$ cat config.mk
export PLATFORM = sky130hd
export DESIGN_NAME = stereo_splice_rd
export DESIGN_NICKNAME = d
export VERILOG_FILES = /design/src/rtl/splice_pkg.sv /design/src/rtl/splice_fsm.sv /design/src/rtl/splice_addr.sv /design/src/rtl/splice_merge.sv /design/src/rtl/stereo_splice_rd.sv
export SDC_FILE = /design/constraint.sdc
export NUM_CORES = 1
export LEC_CHECK = 0
export ABC_CLOCK_PERIOD_IN_PS = 2400
export BUFFER_PORTS_ARGS = -buffer_cell sky130_fd_sc_hd__buf_2
export CAP_MARGIN = 20
export CORE_MARGIN = 4
export CORE_UTILIZATION = 38
export CTS_CLUSTER_SIZE = 14
export DETAILED_ROUTE_END_ITERATION = 10
export PLACE_DENSITY = 0.92
export SKIP_LAST_GASP = 1
export SLEW_MARGIN = 20
export SYNTH_ARGS = -nofsm -noshare
export SYNTH_HDL_FRONTEND = slang
export SYNTH_SLANG_ARGS = --single-unit
$ cat constraint.sdc
create_clock -name clk -period 2.4 [get_ports clk]
set_input_delay 0.48 -clock clk [delete_from_list [all_inputs] [get_ports clk]]
set_output_delay 0.48 -clock clk [all_outputs]
set_load 0.01 [all_outputs]
$ cat src/rtl/splice_pkg.sv
// Shared types for the stereo splicing read port.
// Assumes: nothing beyond a 3-bit state register.
package splice_pkg;
    typedef enum logic [2:0] {
        ST_IDLE   = 3'd0,
        ST_START  = 3'd1,
        ST_SINGLE = 3'd2,
        ST_BRDY   = 3'd3,
        ST_BURST  = 3'd4,
        ST_BEND   = 3'd5,
        ST_END    = 3'd6
    } xfer_state_e;
endpackage

$ cat src/rtl/splice_fsm.sv
// Transfer sequencer: tracks single and burst cycles from the strobe and
// burst-last inputs. Assumes both inputs are synchronous to clk.
module splice_fsm
    import splice_pkg::*;
(
    input  logic        clk,
    input  logic        rst_n,
    input  logic        ads_n,
    input  logic        blast_n,
    output xfer_state_e state,
    output logic        take,
    output logic        beat,
    output logic        step
);
    xfer_state_e nxt;

    // accept a new transfer only when idle or ending one
    assign take = ((state == ST_IDLE) || (state == ST_END)) && !ads_n;
    assign beat = (state == ST_SINGLE) || (state == ST_BURST);
    assign step = (state == ST_BURST);

    // next-state decode
    always_comb begin
        case (state)
            ST_IDLE:   nxt = !ads_n ? ST_START : ST_IDLE;
            ST_START:  nxt = !blast_n ? ST_SINGLE : ST_BRDY;
            ST_SINGLE: nxt = ST_END;
            ST_BRDY:   nxt = ST_BURST;
            ST_BURST:  nxt = !blast_n ? ST_BEND : ST_BURST;
            ST_BEND:   nxt = ST_END;
            ST_END:    nxt = !ads_n ? ST_START : ST_IDLE;
            default:   nxt = ST_IDLE;
        endcase
    end

    // state register
    always_ff @(posedge clk) begin
        if (!rst_n) state <= ST_IDLE;
        else        state <= nxt;
    end

    p_strobe_start_r3: assert property (@(posedge clk) disable iff (!rst_n)
        (state == ST_IDLE && !ads_n) |=> (state == ST_START));
    p_burst_stays_r4: assert property (@(posedge clk) disable iff (!rst_n)
        (state == ST_BURST && blast_n) |=> (state == ST_BURST));
    p_end_restart_r8: assert property (@(posedge clk) disable iff (!rst_n)
        (state == ST_END && !ads_n) |=> (state == ST_START));
    p_ignore_strobe_r10: assert property (@(posedge clk) disable iff (!rst_n)
        (state == ST_BURST && blast_n && !ads_n) |=> (state == ST_BURST));
endmodule

$ cat src/rtl/splice_addr.sv
// Word address counter and direction latch. Captures the bus address and
// direction at an accepted strobe; steps once per burst beat.
module splice_addr #(
    parameter int AW = 18
) (
    input  logic          clk,
    input  logic          rst_n,
    input  logic          take,
    input  logic          step,
    input  logic [AW-1:0] bus_addr,
    input  logic          wr_rd,
    output logic [AW-1:0] addr_q,
    output logic          is_read
);
    // address and direction registers
    always_ff @(posedge clk) begin
        if (!rst_n) begin
            addr_q  <= '0;
            is_read <= 1'b0;
        end else if (take) begin
            addr_q  <= bus_addr;
            is_read <= wr_rd;
        end else if (step) begin
            addr_q  <= addr_q + 1'b1;
        end
    end

    p_addr_capture_r5: assert property (@(posedge clk) disable iff (!rst_n)
        take |=> (addr_q == $past(bus_addr)));
    p_addr_step_r5: assert property (@(posedge clk) disable iff (!rst_n)
        (step && !take) |=> (addr_q == AW'($past(addr_q) + 1'b1)));
endmodule

$ cat src/rtl/splice_merge.sv
// Bank selection and word splicing. For each camera side picks the bank not
// being written; places side 0 (left) low and side 1 (right) high.
module splice_merge #(
    parameter int PW = 16
) (
    input  logic [1:0][PW-1:0] side_b0,
    input  logic [1:0][PW-1:0] side_b1,
    input  logic               bank_sel,
    input  logic               drive,
    output logic [2*PW-1:0]    word
);
    for (genvar s = 0; s < 2; s++) begin : g_side
        // read the bank opposite the one being written
        always_comb begin
            if (!drive)        word[s*PW +: PW] = '0;
            else if (bank_sel) word[s*PW +: PW] = side_b0[s];
            else               word[s*PW +: PW] = side_b1[s];
        end
    end
endmodule

$ cat src/rtl/stereo_splice_rd.sv
// Stereo splicing read port. Serves local-bus reads by joining the left and
// right pixel at one word address from the banks not being written.
// Assumes asynchronous bank reads: data follows mem_addr in the same cycle.
module stereo_splice_rd
    import splice_pkg::*;
#(
    parameter int AW = 18,
    parameter int PW = 16
) (
    input  logic            clk,
    input  logic            rst_n,
    input  logic            hold_req,
    output logic            hold_ack,
    input  logic            ads_n,
    input  logic            blast_n,
    input  logic            wr_rd,
    input  logic [AW-1:0]   bus_addr,
    input  logic            bank_sel,
    input  logic [PW-1:0]   left_b0,
    input  logic [PW-1:0]   left_b1,
    input  logic [PW-1:0]   right_b0,
    input  logic [PW-1:0]   right_b1,
    output logic [AW-1:0]   mem_addr,
    output logic [2*PW-1:0] bus_data,
    output logic            rdy_n
);
    xfer_state_e       state;
    logic              take, beat, step, is_read;
    logic [1:0][PW-1:0] b0, b1;

    assign b0 = {right_b0, left_b0};
    assign b1 = {right_b1, left_b1};

    splice_fsm u_fsm (
        .clk(clk), .rst_n(rst_n), .ads_n(ads_n), .blast_n(blast_n),
        .state(state), .take(take), .beat(beat), .step(step)
    );

    splice_addr #(.AW(AW)) u_addr (
        .clk(clk), .rst_n(rst_n), .take(take), .step(step),
        .bus_addr(bus_addr), .wr_rd(wr_rd),
        .addr_q(mem_addr), .is_read(is_read)
    );

    splice_merge #(.PW(PW)) u_merge (
        .side_b0(b0), .side_b1(b1), .bank_sel(bank_sel),
        .drive(beat && is_read), .word(bus_data)
    );

    assign rdy_n = !beat;

    // hold acknowledge follows the request one cycle later
    always_ff @(posedge clk) begin
        if (!rst_n) hold_ack <= 1'b0;
        else        hold_ack <= hold_req;
    end

    p_hold_follow_r2: assert property (@(posedge clk) disable iff (!rst_n)
        1'b1 |=> (hold_ack == $past(hold_req)));
    p_quiet_bus_r10: assert property (@(posedge clk) disable iff (!rst_n)
        rdy_n |-> (bus_data == '0));
    p_single_beat_r3: assert property (@(posedge clk) disable iff (!rst_n)
        (state == ST_SINGLE) |=> rdy_n);
endmodule

After elaboration in Yosys (flattened, before gate mapping)

Cells that the tools add are included.

Add/subtract/negate cells: 1
Equal/unequal tests: 6
Muxes and demuxes: 10
Reduce and logical (&&, ||, !) cells: 10

Operators with widths:

| operator                                                               | count |
|---|---|
| 16-bit two-way mux                                                     | 4 |
| 18-bit two-way mux                                                     | 2 |
| 18-bit by 1-bit adder with 18-bit output (second input constant)       | 1 |
| 3-bit one-hot mux with 5 select lines                                  | 1 |
| 3-bit equality test (second input constant)                            | 3 |
| 3-bit by 2-bit equality test with 1-bit output (second input constant) | 2 |
| 2-bit OR reduction                                                     | 2 |
| 3-bit by 1-bit equality test with 1-bit output (second input constant) | 1 |
| 3-bit logical NOT                                                      | 1 |
| 1-bit two-way mux                                                      | 3 |
| 1-bit logical AND                                                      | 2 |
| 1-bit logical NOT                                                      | 2 |
| 1-bit logical OR                                                       | 2 |
| 2-bit nonzero test                                                     | 1 |

Register bits after elaboration: 23
Bits of input ports: 89
Logic and storage cells: 31

Depth between registers and ports, before layout

Gate-level depths: netlist of run 1.

Depth in word-level cells: 4
Depth in mapped cells: 7
Mapped depth without buffers: 4

By module

Synthesis of run 1 repeated with hierarchy kept, for this count alone.

Cells, all modules: 210
Area total of the unflattened synthesis: 1,879.3 um^2

Modules (own cells, without submodules):

| module           | instances | cells each | area an instance (um^2) |
|---|---|---|---|
| splice_addr      | 1         | 119        | 1,078.5 |
| splice_merge     | 1         | 71         | 603.1 |
| splice_fsm       | 1         | 16         | 161.4 |
| stereo_splice_rd | 1         | 4          | 36.3 |

Least setup slack after synthesis of run 1

Ideal clock, no wire load.

Path type: in2out
Start: input bank_sel
End: output bus_data[0]
Data arrival time: 1.454 ns
Slack: 0.466 ns
Cell stages on the path: 4
Path buffers: 2
Cell sequence: clkbuf_1 -> clkbuf_1 -> mux2i_1 -> nor2_1

Longest elaborated chain between the ends: 2

Ends and longest elaborated chain:

| what               | RTL line               | RTL |
|---|---|---|
| start: declaration | stereo_splice_rd.sv:18 | `input logic bank_sel,` |
| 16-bit two-way mux | splice_merge.sv:16     | `else if (bank_sel) word[s*PW +: PW] = side_b0[s];` |
| 16-bit two-way mux | splice_merge.sv:15     | `if (!drive) word[s*PW +: PW] = '0;` |
| end: declaration   | stereo_splice_rd.sv:24 | `output logic [2*PW-1:0] bus_data,` |

Every way passes these cells.

Worst setup path after layout of run 1

Start: register u_fsm.state[1]
End: output bus_data[23]

Longest elaborated chain between the ends: 4
Elaborated cells on any way between the ends: 5

Ends and longest elaborated chain:

| what                                                                                         | RTL line               | RTL |
|---|---|---|
| start: declaration                                                                           | splice_fsm.sv:10       | `output xfer_state_e state,` |
| start signal: assignment                                                                     | splice_fsm.sv:39       | `else state <= nxt;` |
| 3-bit by 2-bit equality test with 1-bit output / 3-bit equality test (equally long branches) | splice_fsm.sv:19       | `assign beat = (state == ST_SINGLE) \|\| (state == ST_BURST);` |
| 1-bit logical OR (*)                                                                         | splice_fsm.sv:19       |  |
| 1-bit logical AND (*)                                                                        | stereo_splice_rd.sv:47 | `.drive(beat && is_read), .word(bus_data)` |
| 16-bit two-way mux (*)                                                                       | splice_merge.sv:15     |  |

Mark *: on every way between the ends. The rest lies on a longest branch, timed or not.

==> results of run 1 <==
-- Yosys cell counts (all sizes together) (4+ instances only) --
cell type / instances / share of area [%]
nand2: 8 / 1.8
nand3: 5 / 1.8
nand4: 6 / 2.3
dfxtp: 23 / 28
or3: 6 / 2.5
clkbuf: 12 / 2.7
and2: 4 / 1.6
or4: 4 / 2.0
xor2: 10 / 5.3
a31oi: 7 / 2.6
mux2i: 33 / 20
nor2: 36 / 8.2
o21ai: 18 / 5.5
a21oi: 10 / 3.0
-- power by group --
group | total (W) | internal (W) | switching (W)
Sequential | 0.000536 | 0.000451 | 0.0000851
Combinational | 0.000468 | 0.000226 | 0.000242
Clock | 0.000240 | 0.000118 | 0.000122
Total | 0.00124 | 0.000796 | 0.000449
-- logic make-up (layout without fill, tap and decap cells) --
family                   after synthesis  after routing  share of synthesized area [%]
AND/OR/NAND/NOR                       82             82                           26.1
XOR/XNOR                              11             11                           5.83
multiplexers                          33             33                           20.0
AO/OA/AOI/OAI                         44             44                           15.2
flip-flops                            23             23                           27.9
buffers and inverters                 17            150                           4.24
adder cells (fa/ha/maj)                1              1                          0.757
-- cell usage in the layout (no fill, tap or decap), drive strengths merged, types with 2 or more instances in the layout --
cell type / n
a211oi: 3
a21oi: 10
a31oi: 7
and2: 4
and3: 2
buf: 144
clkbuf: 4
dfxtp: 23
inv: 2
mux2i: 33
nand2: 8
nand3: 5
nand3b: 2
nand4: 6
nor2: 36
nor3: 2
nor3b: 2
o21a: 2
o21ai: 18
o31ai: 3
or3: 6
or4: 4
xor2: 10
-- sequential cells by signal, indices dropped and copies added, names as in the netlist --
name and flops:
u_addr.addr_q 18, u_addr.is_read 1, u_fsm.state 3, hold_ack 1
-- metrics by stage --
| step | total power [W] | area (um^2) | hold WS, ns | util (%) | instances |
|---|---|---|---|---|---|
| after floorplan | 0.000801 | 1650 | 0.436 | - | 211 |
| after global placement | 0.000993 | 2400 | 0.452 | 58.2 | 390 |
| after detailed placement | 0.00101 | 2400 | 0.459 | 58.2 | 390 |
| after CTS | 0.00125 | 2440 | 0.425 | 59.3 | 394 |
| after global routing | 0.00133 | 2440 | 0.447 | 59.3 | 394 |
| final | 0.00124 | 2440 | 0.428 | 59.3 | 394 |
-- worst paths after layout --
check	to	slack [ns]	depth (start not counted)
worst max-delay path	bus_data[23]	0.25	5
worst min-delay path	hold_ack	0.43	2
worst max register to register	u_addr.addr_q[10]	0.53	5
worst min register to register	u_addr.is_read	0.48	2
-- layout make-up --
| class | instances | area share [%] |
|---|---|---|
| Sequential cell | 23 | 18.9 |
| Clock buffer | 4 | 1.85 |
| Multi-Input combinational cell | 171 | 46.0 |
| Timing Repair Buffer | 144 | 30.4 |
| Inverter | 2 | 0.308 |
| Tap cell | 50 | 2.56 |
-- metal layers --
layer	vias to the layer above	track usage (%)	wire [um]
met5	-	0	0
met4	0	6.24	136
met3	12	2.97	572
met2	100	35.3	2900
met1	886	21.0	2080
li1	1025	-	-
==> key figures, run 1 <==
Outcome
  – Status: finished, final reports clean

Clock tree
  – CTS sink cnt: 23
  – PostCTS Resize Cnt: 0
  – H-tree depth: 1
  – Total CTS buffers: 3
  – Clk Tree Root Cell: clkbuf_8
  – Clock slew at reported path FFs: approximately 0.080 ns
  – Post-CTS setup buffer count: 0
  – CTS tree: done
  – Clk buf depth: 2
  – Hold buffers post-CTS: 0
  – Clock latency on the worst-skew pair: 0.26 ns

Placed design
  – Gpl congestion: 0.895
  – Buffers added on ports: 140
  – Post-DP HPWL: 4.64 mm
  – Dpl ws: 0.496 ns

Detailed routing
  – Antenna viol nets, final: 0
  – Routed WL per cell: 14.4 um
  – Overall routed net length: between 5 and 6 mm
  – Drt first-iter violations: 50
  – Number of remaining DRC errors: 0
  – DR vias/cell: 5.13
  – Pre-antenna DRT Iters: 4
  – Via count: a little over 2k

Floorplan
  – IO Count: 141
  – Core ar.: approximately 4100 um^2
  – Die area: 5470 um^2
  – Num rows: 23
  – Die W: 74.0 um
  – Vert. Die Dim: 74.0 um
  – Initial Util: 40.2%

Synthesis
  – Asr flop ratio synth: 0%
  – Post-synthesis instance total: 211
  – EDFF count, synth: 0
  – Most used DFF post-synth: dfxtp_1
  – Flops & latches, synth: 23
  – Synthesized area: around 1700 um^2
  – Number of unique standard cell types used by synthesis: 37
  – Mean Syn Cell Area: around 7.8 um^2
  – Post-Syn Nets: 301
  – Sequential area share after synthesis: 27.9%
  – Yosys warnings: 0

Cells and area
  – Flip-flop and latch area: ~460 um^2
  – Post-layout net count: 435
  – Layout cells sized above 1: 45.3%
  – Multi-input gate area: 1120 um^2
  – FILL cells: roughly 370
  – Ant. Diodes: 0
  – Area grow syn2layout: 47.7%

Power and ir drop
  – P per Cell Area: 510 nW/um^2
  – Static Leak: 1.28 nW
  – Worst vdd ir: 0.433 mV

Timing
  – Final period util: between 80 and 90%
  – PnR worst setup slack: approximately 0.25 ns
  – Slew Limit Fails: 0
  – Setup TNS: 0 ns
  – Slew margin rel.: a little under two thirds
  – Clock skew: 0.00931 ns
  – Post-layout min period: roughly 2.2 ns
  – RSZ-0062 raised after global routing: no
  – Final setup violation count: 0
  – Max frequency: 0.465 GHz
  – Worst-Margin Slew: around 0.54 ns
  – Fin. Hold Viols: 0

Global route
  – Total gr overflow: 0
  – First-pass GRT wire length: 8.22 mm
  – Initial antenna violation count: 0
  – Number of global-route vias before repair: approximately 1.9k
  – Total Routing Usage GR: about a fifth
  – Largest net degree at the start of global routing: 33

Worst setup path
  – CP delay by family, top: flip-flops
  – CP max stage cell: dfxtp_1
  – CP Cell Sequence: xor2_1, nand3b_1, buf_4, nor2_1, buf_2
  – CP bufs+invs: 2
  – CP max stage delay: about 0.45 ns
  – Crit Path Category: flop to primary output
  – Critical Path Source Type: flop
  – Crit Path Max Fanout: 32
  – Crit path DAT: 1.67 ns
  – CP Launch Point: u_fsm.state[1]
  – R2r startpoint: u_fsm.state[1]
  – CP required: 1.92 ns
  – Crit. End Element: primary output

Hold path
  – Hold Path Class: input pin to flop
  – Min-delay src: hold_req

Job
  – Max Cap Viol: 0
No activity file was read; power rests on OpenSTA's default activity.
==> run 2: changes to the inputs <==
- CAP_MARGIN: 20 -> 25
- CELL_PAD_IN_SITES_DETAIL_PLACEMENT: not set -> 2
- CELL_PAD_IN_SITES_GLOBAL_PLACEMENT: not set -> 2
- CORE_UTILIZATION: 38 -> 18
- PLACE_DENSITY: 0.92 -> 0.9
==> key figures, run 2 (synthesized netlist as in run 1, its figures left out) <==
Clock tree
  – CTS sink cnt: 23
  – Clk Tree Root Cell: clkbuf_8
  – Clock slew at reported path FFs: 0.09 ns
  – Total CTS buffers: 3
  – CTS tree: done
  – Clock latency on the worst-skew pair: around 0.27 ns
  – Clk buf depth: 2
  – H-tree depth: 1

Floorplan
  – Num rows: 34
  – Initial Util: 18.7%
  – Die W: 104 um
  – Die area: 10,800 um^2
  – Core ar.: 8850 um^2
  – IO Count: 141
  – Vert. Die Dim: 104 um

Timing
  – Slew Limit Fails: 0
  – Final period util: 90.7%
  – Fin. Hold Viols: 0
  – Max frequency: 0.459 GHz
  – Clock skew: 0.00719 ns
  – Worst-Margin Slew: slightly below 0.6 ns
  – Final setup violation count: 0
  – Slew margin rel.: between 60% and 70%
  – PnR worst setup slack: 0.223 ns
  – Post-layout min period: approximately 2.2 ns
  – RSZ-0062 raised after global routing: no
  – Setup TNS: 0 ns

Worst setup path
  – CP Launch Point: u_fsm.state[1]
  – Critical Path Source Type: flop
  – R2r setup slk: 0.48 ns
  – CP max stage cell: dfxtp_1
  – Crit Path Category: flop to primary output
  – CP max stage delay: 0.50 ns
  – Worst r2r path cells: 4
  – Worst r2r dst: u_addr.addr_q[17]
  – CP required: 1.92 ns
  – CP Cell Sequence: xor2_2, nand3b_1, buf_4, nor2_1, buf_2
  – Crit path DAT: 1.70 ns
  – Crit. End Element: primary output
  – Crit Path Max Fanout: 32
  – R2r startpoint: u_addr.addr_q[6]

Placed design
  – Gpl congestion: 0.751
  – Post-DP HPWL: 6.19 mm
  – Buffers added on ports: between 100 and 150
  – Dpl ws: 0.450 ns
  – Placement-stage cell area: around 2500 um^2

Cells and area
  – Layout cells sized above 1: approximately 45%
  – Commonest non-fill, non-tap cell in the layout: buf_2
  – Area grow syn2layout: 52.1%
  – Register with the most flip-flops: u_addr.addr_q
  – Post-layout net count: around 430
  – Max FFs per register: 18
  – Ant. Diodes: 0
  – Biggest regs: u_addr.addr_q: 18 flops, u_fsm.state: 3 flops
  – Final Cell Area: around 2500 um^2
  – Most frequent cells in the layout: buf_2, nor2_1, mux2i_1, dfxtp_1, o21ai_0

Power and ir drop
  – P per Cell Area: 509 nW/um^2
  – Static Leak: 1.28 nW
  – Worst vdd ir: 0.309 mV
  – Final Power: 0.00128 W

Job
  – Max Cap Viol: 0

Detailed routing
  – Routed WL per cell: 16.7 um
  – Number of remaining DRC errors: 0
  – Overall routed net length: between 7 and 8 mm
  – Pre-antenna DRT Iters: 4
  – Antenna viol nets, final: 0
  – Via count: 2,115
  – Drt first-iter violations: 82
  – DR vias/cell: 4.69

Global route
  – Largest net degree at the start of global routing: 37
  – First-pass GRT wire length: 12.1 mm
  – Number of global-route vias before repair: 2,282
  – Total gr overflow: 0
  – Initial antenna violation count: 0
  – Total Routing Usage GR: a little over an eighth

Outcome
  – Status: finished, final reports clean

Hold path
  – Hold Path Class: input pin to flop
  – Hold EP: hold_ack
  – Min-delay src: hold_req
  – Hold path depth: 2
==> run 2: cell types whose count changed in the layout (fill, tap and decap cells not counted), sizes merged <==
cell	previous run	this run
buf	144	143
==> run 2: final cells by class <==
class | instances | area [um^2]
well taps | 108 | 135
clock buffers | 4 | 45.0
repair buffers | 143 | 736
fillers | 1060 | 6330
inverters | 2 | 7.51
flip-flops and latches | 23 | 460
multi-input cells | 171 | 1130
==> run 2: power by group <==
part	total [W]	switching (W)	internal, W
registers	0.000546	0.0000950	0.000451
logic	0.000481	0.000258	0.000223
clock network	0.000253	0.000134	0.000119
==> run 2: metal layers <==
layer / wire length, um / vias to the layer above / share of wire [%] / GRT usage, %
met5: 0 / - / 0 / 0
met1: 2870 / 995 / 38 / 14.0
met4: 97 / 0 / 1.3 / 2.56
met2: 3930 / 93 / 52 / 26.1
li1: - / 1019 / - / -
met3: 652 / 8 / 8.6 / 5.10
==> run 2: worst max-delay path by stage <==
stage / end / slack, ns / cells past startpoint
finish: bus_data[0] / 0.22 / 5
global route: bus_data[0] / 0.06 / 5
CTS: bus_data[0] / 0.13 / 5
detailed placement: bus_data[0] / 0.45 / 5
global placement: bus_data[10] / 0.55 / 5
floorplan: bus_data[0] / 0.47 / 4
==> run 2: what timing repair did <==
| item | CTS | global route |
|---|---|---|
| gates resized for setup | 0 | 1 |
| hold endpoints to repair | 0 | 0 |
| hold buffers | 0 | 0 |
| endpoints found under the setup margin | 0 | 3 |
| setup buffers | 0 | 0 |
==> run 2: stage by stage <==
stage,util [%],hold WS [ns],cells
floorplan,-,0.436,211
global placement,27.8,0.455,447
detailed placement,27.8,0.484,447
CTS,28.3,0.415,451
global route,28.4,0.426,451
finish,28.4,0.423,451
==> run 2: critical path, delay by kind of cell, from the launching register on <==
family | cells | cell delay, ns
simple gates | 2 | 0.28
flops | 1 | 0.50
xor+xnor | 1 | 0.25
buf+inv | 2 | 0.39
==> run 3: changes to the inputs <==
- MAX_ROUTING_LAYER: not set -> met4
==> key figures, run 3 (synthesized netlist as in run 1, its figures left out) <==
Worst setup path
  – Crit. End Element: primary output
  – CP required: 1.92 ns
  – Crit path DAT: 1.69 ns
  – R2r startpoint: u_addr.addr_q[6]
  – Crit Path Max Fanout: 32
  – R2r setup slk: 0.48 ns
  – Critical Path Source Type: flop
  – Worst r2r path cells: 4
  – Worst r2r dst: u_addr.addr_q[17]
  – Crit Path Category: flop to primary output

Power and ir drop
  – Static Leak: 1.28 nW
  – P per Cell Area: 508 nW/um^2
  – Worst vdd ir: 0.308 mV

Floorplan
  – Die W: 104 um
  – Initial Util: 18.7%
  – Vert. Die Dim: between 100 and 150 um
  – Die area: 10,800 um^2
  – Num rows: 34
  – IO Count: 141
  – Core ar.: 8850 um^2

Cells and area
  – Flip-flop and latch area: 460 um^2
  – Max FFs per register: 18
  – Area grow syn2layout: 52.1%
  – Multi-input gate area: between 1000 and 1500 um^2
  – Biggest regs: u_addr.addr_q: 18 flops, u_fsm.state: 3 flops
  – Commonest non-fill, non-tap cell in the layout: buf_2
  – FILL cells: 1,060
  – Register with the most flip-flops: u_addr.addr_q
  – Most frequent cells in the layout: buf_2, nor2_1, mux2i_1, dfxtp_1, o21ai_0
  – Post-layout net count: 434
  – Layout cells sized above 1: 45.5%
  – Ant. Diodes: 0

Timing
  – Worst-Margin Slew: 0.547 ns
  – Final period util: 90.5%
  – Slew Limit Fails: 0
  – Max frequency: 0.461 GHz
  – Post-layout min period: 2.17 ns
  – Clock skew: 0.00521 ns
  – Final setup violation count: 0
  – Setup TNS: 0 ns
  – Slew margin rel.: 63.5%
  – Fin. Hold Viols: 0
  – RSZ-0062 raised after global routing: no
  – PnR worst setup slack: 0.229 ns

Detailed routing
  – Number of remaining DRC errors: 0
  – Pre-antenna DRT Iters: 4
  – Routed WL per cell: 16.7 um
  – Overall routed net length: 7.54 mm
  – Via count: 2,121
  – Drt first-iter violations: 78
  – DR vias/cell: 4.70
  – Antenna viol nets, final: 0

Hold path
  – Min-delay src: hold_req
  – Hold path depth: 2
  – Hold Path Class: input pin to flop
  – Hold EP: hold_ack

Placed design
  – Gpl congestion: between 0.7 and 0.8
  – Post-DP HPWL: 6.19 mm
  – Dpl ws: 0.450 ns
  – Buffers added on ports: 140

Clock tree
  – Clk Tree Root Cell: clkbuf_8
  – CTS tree: done
  – Clock slew at reported path FFs: 0.09 ns
  – H-tree depth: 1
  – CTS sink cnt: 23
  – Clk buf depth: 2
  – Clock latency on the worst-skew pair: 0.27 ns
  – Total CTS buffers: 3

Global route
  – First-pass GRT wire length: 12.1 mm
  – Initial antenna violation count: 0
  – Number of global-route vias before repair: 2,286
  – Largest net degree at the start of global routing: 37
  – Total gr overflow: 0
  – Total Routing Usage GR: approximately 14%

Job
  – Max Cap Viol: 0

Outcome
  – Status: finished, final reports clean
run 3: stage by stage:
step	instances	hold WS (ns)	util, %	area [um^2]	total power, W
floorplan	211	0.436	-	1650	0.000801
global placement	447	0.455	27.8	2460	0.00101
detailed placement	447	0.484	27.8	2460	0.00104
CTS	451	0.415	28.3	2510	0.00129
global route	451	0.426	28.4	2510	0.00138
finish	451	0.423	28.4	2510	0.00128
run 3: final cells by class:
cell class	instances	share of cell area, %
multi-input combinational	171	44.9
sequential	23	18.3
clock buffer	4	1.79
tap	108	5.38
inverter	2	0.299
timing repair buffer	143	29.3
run 3: metal layers:
| layer | up-vias | track usage [%] | part of all wire, % |
|---|---|---|---|
| met5 | - | - | 0 |
| met4 | 0 | 2.56 | 1.3 |
| li1 | 1021 | - | - |
| met3 | 8 | 4.85 | 8.6 |
| met1 | 995 | 14.2 | 38 |
| met2 | 97 | 26.1 | 52 |
run 3: power breakdown:
group	switching (W)	internal (W)	leakage [nW]
registers	0.0000950	0.000451	0.190
clock network	0.000132	0.000119	0.0228
logic	0.000257	0.000223	1.06
run 3: what timing repair did:
| action | 4_1_cts | 5_1_grt |
|---|---|---|
| hold buffers | 0 | 0 |
| buffers inserted | 0 | 0 |
| setup endpoints to repair | 0 | 3 |
| resized for setup | 0 | 1 |
run 3: worst max-delay path by stage:
stage	start	end	slack (ns)	cells past startpoint
finish	u_fsm.state[1]	bus_data[0]	0.23	5
global route	u_fsm.state[1]	bus_data[0]	0.06	5
CTS	u_fsm.state[1]	bus_data[0]	0.13	5
detailed placement	u_fsm.state[1]	bus_data[0]	0.45	5
global placement	u_fsm.state[1]	bus_data[10]	0.55	5
floorplan	bank_sel	bus_data[0]	0.47	4
run 3: critical path: stages, from the launching register on:
cell and delay (ns):
dfxtp_1 0.49, xor2_2 0.24, nand3b_1 0.10, buf_4 0.24, nor2_1 0.18, buf_2 0.15
